--- config.mk ---
export PLATFORM = sky130hd
export DESIGN_NAME = retstack_top
export DESIGN_NICKNAME = d
export VERILOG_FILES = /design/src/rtl/rstk_pkg.sv /design/src/rtl/rstk_ctrl.sv /design/src/rtl/rstk_mem.sv /design/src/rtl/rstk_fault.sv /design/src/rtl/retstack_top.sv
export SDC_FILE = /design/constraint.sdc
export NUM_CORES = 1
export LEC_CHECK = 0
export ABC_AREA = 1
export CAP_MARGIN = 40
export CORE_ASPECT_RATIO = 1.5
export CORE_MARGIN = 8
export CORE_UTILIZATION = 56
export CTS_CLUSTER_SIZE = 30
export DETAILED_ROUTE_END_ITERATION = 12
export PLACE_DENSITY = 0.74
export SYNTH_ARGS = -nofsm -noshare
export SYNTH_HDL_FRONTEND = slang
export SYNTH_HIERARCHICAL = 1
export SYNTH_SLANG_ARGS = --single-unit
--- constraint.sdc ---
create_clock -name clk -period 3.85 [get_ports clk]
set_input_delay 0.5775 -clock clk [delete_from_list [all_inputs] [get_ports clk]]
set_output_delay 0.5775 -clock clk [all_outputs]
set_load 0.005 [all_outputs]
--- src/rtl/rstk_pkg.sv ---
package rstk_pkg;

  typedef enum logic [1:0] {
    OP_IDLE = 2'd0,
    OP_PUSH = 2'd1,
    OP_POP  = 2'd2,
    OP_SWAP = 2'd3
  } stk_op_e;

  // Strobe pair to operation; a core reset masks both strobes.
  function automatic stk_op_e decode_op(input logic hold, input logic psh, input logic pp);
    if (hold) return OP_IDLE;
    case ({psh, pp})
      2'b10:   return OP_PUSH;
      2'b01:   return OP_POP;
      2'b11:   return OP_SWAP;
      default: return OP_IDLE;
    endcase
  endfunction

endpackage

--- src/rtl/rstk_ctrl.sv ---
module rstk_ctrl
  import rstk_pkg::*;
#(
  parameter int DEPTH = 16,
  localparam int PTR_W = (DEPTH > 1) ? $clog2(DEPTH) : 1,
  localparam int CNT_W = $clog2(DEPTH + 1)
) (
  input  logic             clk,
  input  logic             rst_n,
  input  logic             core_rst,
  input  logic             push,
  input  logic             pop,
  output logic             wr_en,
  output logic [PTR_W-1:0] wr_idx,
  output logic [PTR_W-1:0] rd_idx,
  output logic             empty,
  output logic             ovf_evt,
  output logic             unf_evt
);

  localparam logic [PTR_W-1:0] LAST_IDX = PTR_W'(DEPTH - 1);
  localparam logic [CNT_W-1:0] FULL_CNT = CNT_W'(DEPTH);

  function automatic logic [PTR_W-1:0] ptr_inc(input logic [PTR_W-1:0] p);
    return (p == LAST_IDX) ? '0 : p + 1'b1;
  endfunction

  function automatic logic [PTR_W-1:0] ptr_dec(input logic [PTR_W-1:0] p);
    return (p == '0) ? LAST_IDX : p - 1'b1;
  endfunction

  logic [PTR_W-1:0] ptr_q;
  logic [CNT_W-1:0] cnt_q;
  logic             full;
  stk_op_e          op;

  assign op      = decode_op(core_rst, push, pop);
  assign full    = (cnt_q == FULL_CNT);
  assign empty   = (cnt_q == '0);
  assign ovf_evt = (op == OP_PUSH) && full;
  assign unf_evt = (op == OP_POP) && empty;
  assign wr_en   = (op == OP_PUSH) || (op == OP_SWAP);
  assign wr_idx  = ((op == OP_SWAP) && !empty) ? ptr_dec(ptr_q) : ptr_q;
  assign rd_idx  = ptr_dec(ptr_q);

  always_ff @(posedge clk or negedge rst_n) begin
    if (!rst_n) begin
      ptr_q <= '0;
      cnt_q <= '0;
    end else if (core_rst) begin
      ptr_q <= '0;
      cnt_q <= '0;
    end else begin
      case (op)
        OP_PUSH: begin
          ptr_q <= ptr_inc(ptr_q);
          if (!full) cnt_q <= cnt_q + 1'b1;
        end
        OP_POP: begin
          ptr_q <= ptr_dec(ptr_q);
          if (!empty) cnt_q <= cnt_q - 1'b1;
        end
        OP_SWAP: begin
          if (empty) begin
            ptr_q <= ptr_inc(ptr_q);
            cnt_q <= 1'b1;
          end
        end
        default: ;
      endcase
    end
  end


  count_bound_chk: assert property (@(posedge clk) disable iff (!rst_n)
    cnt_q <= FULL_CNT);


  push_grow_chk: assert property (@(posedge clk) disable iff (!rst_n)
    (push && !pop && !core_rst && !full) |=> (cnt_q == $past(cnt_q) + 1'b1));


  swap_depth_chk: assert property (@(posedge clk) disable iff (!rst_n)
    (push && pop && !core_rst && !empty) |=> $stable(cnt_q));


  core_empty_chk: assert property (@(posedge clk) disable iff (!rst_n)
    core_rst |=> empty);

endmodule

--- src/rtl/rstk_mem.sv ---
module rstk_mem #(
  parameter int DEPTH  = 16,
  parameter int DATA_W = 15,
  localparam int PTR_W = (DEPTH > 1) ? $clog2(DEPTH) : 1
) (
  input  logic              clk,
  input  logic              rst_n,
  input  logic              wr_en,
  input  logic [PTR_W-1:0]  wr_idx,
  input  logic [DATA_W-1:0] wr_data,
  input  logic [PTR_W-1:0]  rd_idx,
  output logic [DATA_W-1:0] rd_data
);

  logic [DEPTH*DATA_W-1:0] slots_flat;

  for (genvar i = 0; i < DEPTH; i++) begin : g_slot
    logic [DATA_W-1:0] slot_q;
    always_ff @(posedge clk or negedge rst_n) begin
      if (!rst_n)                                 slot_q <= '0;
      else if (wr_en && (wr_idx == PTR_W'(i)))    slot_q <= wr_data;
    end
    assign slots_flat[i*DATA_W +: DATA_W] = slot_q;
  end

  assign rd_data = slots_flat[int'(rd_idx)*DATA_W +: DATA_W];

endmodule

--- src/rtl/rstk_fault.sv ---
module rstk_fault (
  input  logic clk,
  input  logic rst_n,
  input  logic ovf_evt,
  input  logic unf_evt,
  input  logic flag_clr,
  input  logic fault_rst_en,
  output logic ovf_flag,
  output logic unf_flag,
  output logic rst_req
);

  always_ff @(posedge clk or negedge rst_n) begin
    if (!rst_n) begin
      ovf_flag <= 1'b0;
      unf_flag <= 1'b0;
      rst_req  <= 1'b0;
    end else begin
      ovf_flag <= ovf_evt | (ovf_flag & ~flag_clr);
      unf_flag <= unf_evt | (unf_flag & ~flag_clr);
      rst_req  <= fault_rst_en & (ovf_evt | unf_evt);
    end
  end


  ovf_set_chk: assert property (@(posedge clk) disable iff (!rst_n)
    ovf_evt |=> ovf_flag);


  unf_set_chk: assert property (@(posedge clk) disable iff (!rst_n)
    unf_evt |=> unf_flag);


  ovf_sticky_chk: assert property (@(posedge clk) disable iff (!rst_n)
    (ovf_flag && !flag_clr) |=> ovf_flag);


  unf_sticky_chk: assert property (@(posedge clk) disable iff (!rst_n)
    (unf_flag && !flag_clr) |=> unf_flag);


  req_cause_chk: assert property (@(posedge clk) disable iff (!rst_n)
    rst_req |-> ($past(fault_rst_en) && ($past(ovf_evt) || $past(unf_evt))));


  req_quiet_chk: assert property (@(posedge clk) disable iff (!rst_n)
    !fault_rst_en |=> !rst_req);

endmodule

--- src/rtl/retstack_top.sv ---
module retstack_top #(
  parameter int DEPTH  = 16,
  parameter int ADDR_W = 15,
  localparam int PTR_W = (DEPTH > 1) ? $clog2(DEPTH) : 1
) (
  input  logic              clk,
  input  logic              rst_n,
  input  logic              core_rst,
  input  logic              push,
  input  logic              pop,
  input  logic [ADDR_W-1:0] push_addr,
  input  logic              flag_clr,
  input  logic              fault_rst_en,
  output logic [ADDR_W-1:0] tos,
  output logic              ovf_flag,
  output logic              unf_flag,
  output logic              rst_req
);

  logic             wr_en;
  logic [PTR_W-1:0] wr_idx;
  logic [PTR_W-1:0] rd_idx;
  logic             empty;
  logic             ovf_evt;
  logic             unf_evt;
  logic [ADDR_W-1:0] rd_data;

  rstk_ctrl #(.DEPTH(DEPTH)) u_ctrl (
    .clk(clk), .rst_n(rst_n), .core_rst(core_rst), .push(push), .pop(pop),
    .wr_en(wr_en), .wr_idx(wr_idx), .rd_idx(rd_idx), .empty(empty),
    .ovf_evt(ovf_evt), .unf_evt(unf_evt)
  );

  rstk_mem #(.DEPTH(DEPTH), .DATA_W(ADDR_W)) u_mem (
    .clk(clk), .rst_n(rst_n), .wr_en(wr_en), .wr_idx(wr_idx),
    .wr_data(push_addr), .rd_idx(rd_idx), .rd_data(rd_data)
  );

  rstk_fault u_fault (
    .clk(clk), .rst_n(rst_n), .ovf_evt(ovf_evt), .unf_evt(unf_evt),
    .flag_clr(flag_clr), .fault_rst_en(fault_rst_en),
    .ovf_flag(ovf_flag), .unf_flag(unf_flag), .rst_req(rst_req)
  );

  assign tos = empty ? '0 : rd_data;


  empty_tos_chk: assert property (@(posedge clk) disable iff (!rst_n)
    empty |-> (tos == '0));


  core_hold_chk: assert property (@(posedge clk) disable iff (!rst_n)
    core_rst |=> ((tos == '0) && !rst_req));


  push_top_chk: assert property (@(posedge clk) disable iff (!rst_n)
    (push && !core_rst) |=> (tos == $past(push_addr)));

endmodule

; After elaboration in Yosys (flattened, before gate mapping)
; Index checks and enable logic that the tools add are counted.
[totals]
register_bits = 252
inputBits = 22
output_inout_bits = 18
[op_classes]
n_addsub = 4
mul = 1
n_eq_ne = 26
shift = 1
mux = 16
n_bitwise = 7
n_reduce_logical = 27
[op_table]
columns = operator, count
row1 = 240-bit by 32-bit variable part select with 15-bit output, 1
row2 = 4-bit == test (second input constant), 9
row3 = 4-bit two-way mux, 5
row4 = 5-bit two-way mux, 4
row5 = 1-bit logical AND, 19
row6 = 4-bit by 3-bit == test with 1-bit output (second input constant), 4
row7 = 15-bit two-way mux, 1
row8 = 5-bit case mux with 3 select lines, 1
row9 = 4-bit case mux with 3 select lines, 1
row10 = 3-bit != test (second input constant), 3
row11 = 2-bit == test (second input constant), 4
row12 = 4-bit by 2-bit == test with 1-bit output (second input constant), 2
row13 = 4-bit zero test, 2
row14 = 4-bit by 4-bit multiplier with 8-bit output (second input constant), 1
row15 = 2-bit case mux with 3 select lines, 1
row16 = 5-bit by 1-bit adder with 5-bit output (second input constant), 1
row17 = 5-bit == test (second input constant), 1
row18 = 5-bit zero test, 1
row19 = 5-bit by 1-bit subtractor with 5-bit output (second input constant), 1
row20 = 4-bit by 1-bit adder with 4-bit output (second input constant), 1
row21 = 2-bit by 1-bit == test with 1-bit output (second input constant), 2
row22 = 4-bit by 1-bit == test with 1-bit output (second input constant), 1
row23 = 2-bit two-way mux, 2
row24 = 4-bit AND reduction, 1
row25 = other kinds (9), 13

; Logic depth before layout (Yosys ltp)
[logic_depth]
ltp_word = 8
depth_mapped = 14
depth_no_buf = 13

; By module
; The synthesis kept the hierarchy.
[modules_own_cells]
columns = mod, n_inst, cells_each, area_per_inst_um2, seq_area_each_um2
row1 = rstk_mem, 1, 1541, 11584.9, 6005.8
row2 = rstk_ctrl, 1, 130, 889.6, 225.2
row3 = retstack_top, 1, 31, 123.9, 0.0
row4 = rstk_fault, 1, 13, 112.6, 75.1

; Worst setup path after synthesis
; Ideal clock, no wire load.
[synth_timing]
path_type = flip-flop to output port
start = register u_ctrl.ptr_q[0]
end = output tos[0]
arrival_time_ns = 1.828
required_time_ns = 3.273
path_slack_ns = 1.445
path_stages_with_launch = 12
n_path_buf = 2
cell_sequence = dfrtp_1 inv_1 ha_1 a21oi_1 o21ai_0 clkbuf_1 inv_1 clkbuf_1 nand3_1 nand2_1 inv_1 nor2_1
[synth_between]
elab_chain_len = 5
word_cells_on_any_way = 6
[synth_rtl]
columns = element, line_no
row1 = from (decl), rstk_ctrl.sv:32  ; logic [PTR_W-1:0] ptr_q;
row2 = from (signal assigned), rstk_ctrl.sv:56  ; ptr_q <= ptr_inc(ptr_q);
row3 = from (signal assigned), rstk_ctrl.sv:60  ; ptr_q <= ptr_dec(ptr_q);
row4 = from (signal assigned), rstk_ctrl.sv:65  ; ptr_q <= ptr_inc(ptr_q);
row5 = 4-bit by 1-bit subtractor with 4-bit output or 4-bit zero test (tied branches), rstk_ctrl.sv:29  ; return (p == '0) ? LAST_IDX : p - 1'b1;
row6 = 4-bit two-way mux *, rstk_ctrl.sv:29
row7 = via rd_idx[3], retstack_top.sv:22  ; logic [PTR_W-1:0] rd_idx;
row8 = 4-bit by 4-bit multiplier with 8-bit output *, rstk_mem.sv:26  ; assign rd_data = slots_flat[int'(rd_idx)*DATA_W +: DATA_W];
row9 = 240-bit by 32-bit variable part select with 15-bit output *, rstk_mem.sv:26
row10 = via rd_data[0], retstack_top.sv:26  ; logic [ADDR_W-1:0] rd_data;
row11 = 15-bit two-way mux *, retstack_top.sv:45  ; assign tos = empty ? '0 : rd_data;
row12 = to (decl), retstack_top.sv:14  ; output logic [ADDR_W-1:0] tos,
; Mark *: on every way through the listed nets, which the timed path passes. The rest lies on a longest branch.

; Worst setup path in the final report
; Ends and elaborated chain as after synthesis.

==> results.ini <==
[clocking]
root_buffer=clkbuf_16
clock_sinks=252
cts-hold-fix-buffers=0
h-tree-depth=1
clock_latency_ns=0.52
cts_tree=yes
numCtsBuffers=25
clk_pin_slew_ns=0.06
clockBufferDepth=3

[worst_setup_path]
crit_fanout=47
r2r_cells=12
r2r-end=u_mem/g_slot[1].slot_q[6]$_DFFE_PN0P_
critical_path.endpoint=tos[0]
cp-end-kind=primary output
crit_type=flip-flop to primary output
rrSetupSlack_ns=0.98
cp_data_required_time_ns=3.27
cp-start-kind=flip-flop
crit_arrival_ns=3.16
startpoint=u_ctrl/ptr_q[0]$_DFFE_PN0P_
r2r-start=u_ctrl/ptr_q[0]$_DFFE_PN0P_

[sta]
relSlewSlack_pct=52.6
whs_ns=0.0715
fin_skew_ns=0.00809
tightest_slew_ns=0.712
tns_ns=0
finalSetupViolations=0
hold_violations=0
maxSlewViolCount=0
max_freq_mhz=267
final.period_utilization_pct=97.2
period_needed_ns=3.74

[power_and_ir_drop]
power.density_nw_per_um2=864
total_power_mw=12.4
ir_worst_vdd_mv=0.643
leakage_nw=7.13

[synth]
yosys.area.top_type=dfrtp_1
synth_area_um2=12700
yosys_warnings=6
synth.top_cells.by_area=dfrtp_1 (50%), nand2_1 (16%), o21ai_0 (9.8%)
synth_common_cells=nand2_1 (544), inv_1 (267), dfrtp_1 (252)
yosysMostFrequentCell=nand2_1
yosysTopAreaCellShare_pct=49.6
ys_async_sr_fraction_pct=100
synth_cells=1715
synth_seq_cells=252
avgSynthCellArea_um2=7.41
synth_flop_cell=dfrtp_1
synth-edff-count=0
yosysUniqueCellTypes=35
syn-num-nets=1741
synth-seq-area-share_pct=49.6

[route]
drc=0
routed_wl_um=35200
vias=11200
antenna_left=0
post_drt_wl_per_cell_um=17.4
drtPass1Iterations=7
initialDrtViolationCount=1098
via_per_inst=5.55

[die]
die_w_um=139
coreArea_um2=22300
initial_core_util_pct=57.0
die_area_um2=27900
ios=40
fp.dieH_um=201
fp-row-count=67

[global_route]
grt_pass1_wl_um=57100
overflow=0
grtUsageTotal_pct=25.2
antenna_found_initial=0
grt_max_degree=93
first_global_vias=10800

[finish]
num_antenna_cells=0
final_nets=1752
fin_area_um2=14300
fin_util_pct=64.1
drive_gt1_share_pct=7.40
syn_to_final_growth_pct=12.4

[placed_design]
numPortBuffers=39
dp_hpwl_um=22100
postPlaceCellArea_um2=13400
gp_congestion=0.860

[outcome]
status=finished clean

[run]
maxCapViolCount=0

[hold_path]
hp-class=input port to async pin

## registers in the layout (all words and copies together) (netlist names)
name	cells
u_fault/unf_flag	1
u_ctrl/cnt_q	5
u_ctrl/ptr_q	4
u_mem/g_slot.slot_q	240
u_fault/rst_req	1
u_fault/ovf_flag	1
## critical path, cell delays in order, from the launching register on
cell and delay [ns]:
dfrtp_2 0.44, inv_1 0.16, ha_4 0.18, nand3_1 0.12, nand2_4 0.17, inv_2 0.11
buf_12 0.21, nand2_1 0.09, nand3_1 0.08, nand3_1 0.11, nand3_1 0.10, nand2_1 0.14
inv_1 0.06, nor2_1 0.12, clkdlybuf4s50_1 0.53
## kinds of logic after synthesis
| family | synth area share (%) |
|---|---|
| AOI/OAI and AO/OA | 11.1 |
| buffers and inverters | 11.8 |
| xor gates and xnor gates | 0.138 |
| adders and majority gates | 0.394 |
| DFF | 49.6 |
| and+or+nand+nor | 27.0 |
## power breakdown
group	internal (mW)	total [mW]	switching, mW	leakage (nW)
Combinational	2.12	5.74	3.63	3.67
Sequential	3.69	4.17	0.479	3.05
Clock	1.41	2.44	1.03	0.408
Total	7.22	12.4	5.14	7.13
## metal layers
| layer | vias up | part of all wire, % | global-route usage (%) | wire length (um) |
|---|---|---|---|---|
| met5 | - | 0 | 0 | 0 |
| met4 | 0 | 3.6 | 9.72 | 1250 |
| met3 | 94 | 7.7 | 3.86 | 2720 |
| met2 | 468 | 48 | 42.7 | 16800 |
| met1 | 5303 | 41 | 31.9 | 14400 |
| li1 | 5348 | - | - | - |
## metrics by stage
step	worst slack, ns	std cells
3_5_place_dp	0.397	1972
4_1_cts	-0.0161	2016
2_1_floorplan	1.44	1715
6_report	0.110	2019
5_1_grt	-0.00000555	2019
3_3_place_gp	0.430	1972
## repair_timing
action / CTS / global route
buffers inserted: 0 / 1
gates cloned: 0 / 2
endpoints found under the setup margin: 6 / 15
pin swaps: 0 / 2
gates resized for setup: 3 / 13
## cell type report
| class | count | area [um2] |
|---|---|---|
| Timing Repair Buffer | 83 | 852 |
| Fill cell | 1979 | 8010 |
| Clock buffer | 36 | 747 |
| Tap cell | 276 | 345 |
| Inverter | 273 | 1020 |
| Sequential cell | 252 | 6310 |
| Multi-Input combinational cell | 1091 | 4940 |
| Clock inverter | 8 | 75.1 |
## cells in the final DEF (no fill, tap or decap), types with 4 or more instances in the layout
cell             Yosys  final
buf_12               0      6
nor2_1              26     24
nand2_2              3      5
nor2_2               8     10
buf_4                6     34
o21ai_1             25     26
dfrtp_1            252    251
nand4_1              6      6
clkinv_2             0      4
clkdlybuf4s50_1      0     36
nand2_1            544    541
nand3_1            201    201
o21ai_0            248    247
inv_2                5      8
or2_2                6      6
clkbuf_8             0      8
inv_1              267    265
clkbuf_16            0     27
## worst min path at each step
stage                                                 from                                 endpoint  slack, ns
global placement    u_mem/g_slot[12].slot_q[3]$_DFFE_PN0P_   u_mem/g_slot[12].slot_q[3]$_DFFE_PN0P_       0.46
global route                                         rst_n  u_mem/g_slot[15].slot_q[10]$_DFFE_PN0P_       0.14
CTS                                                  rst_n              u_ctrl/ptr_q[1]$_DFFE_PN0P_       0.11
floorplan                                            rst_n              u_ctrl/cnt_q[0]$_DFFE_PN0P_       0.28
detailed placement              u_fault/ovf_flag$_DFF_PN0_               u_fault/ovf_flag$_DFF_PN0_       0.46
finish                                               rst_n    u_mem/g_slot[0].slot_q[2]$_DFFE_PN0P_       0.07
Power figures use the tool's default switching activity.
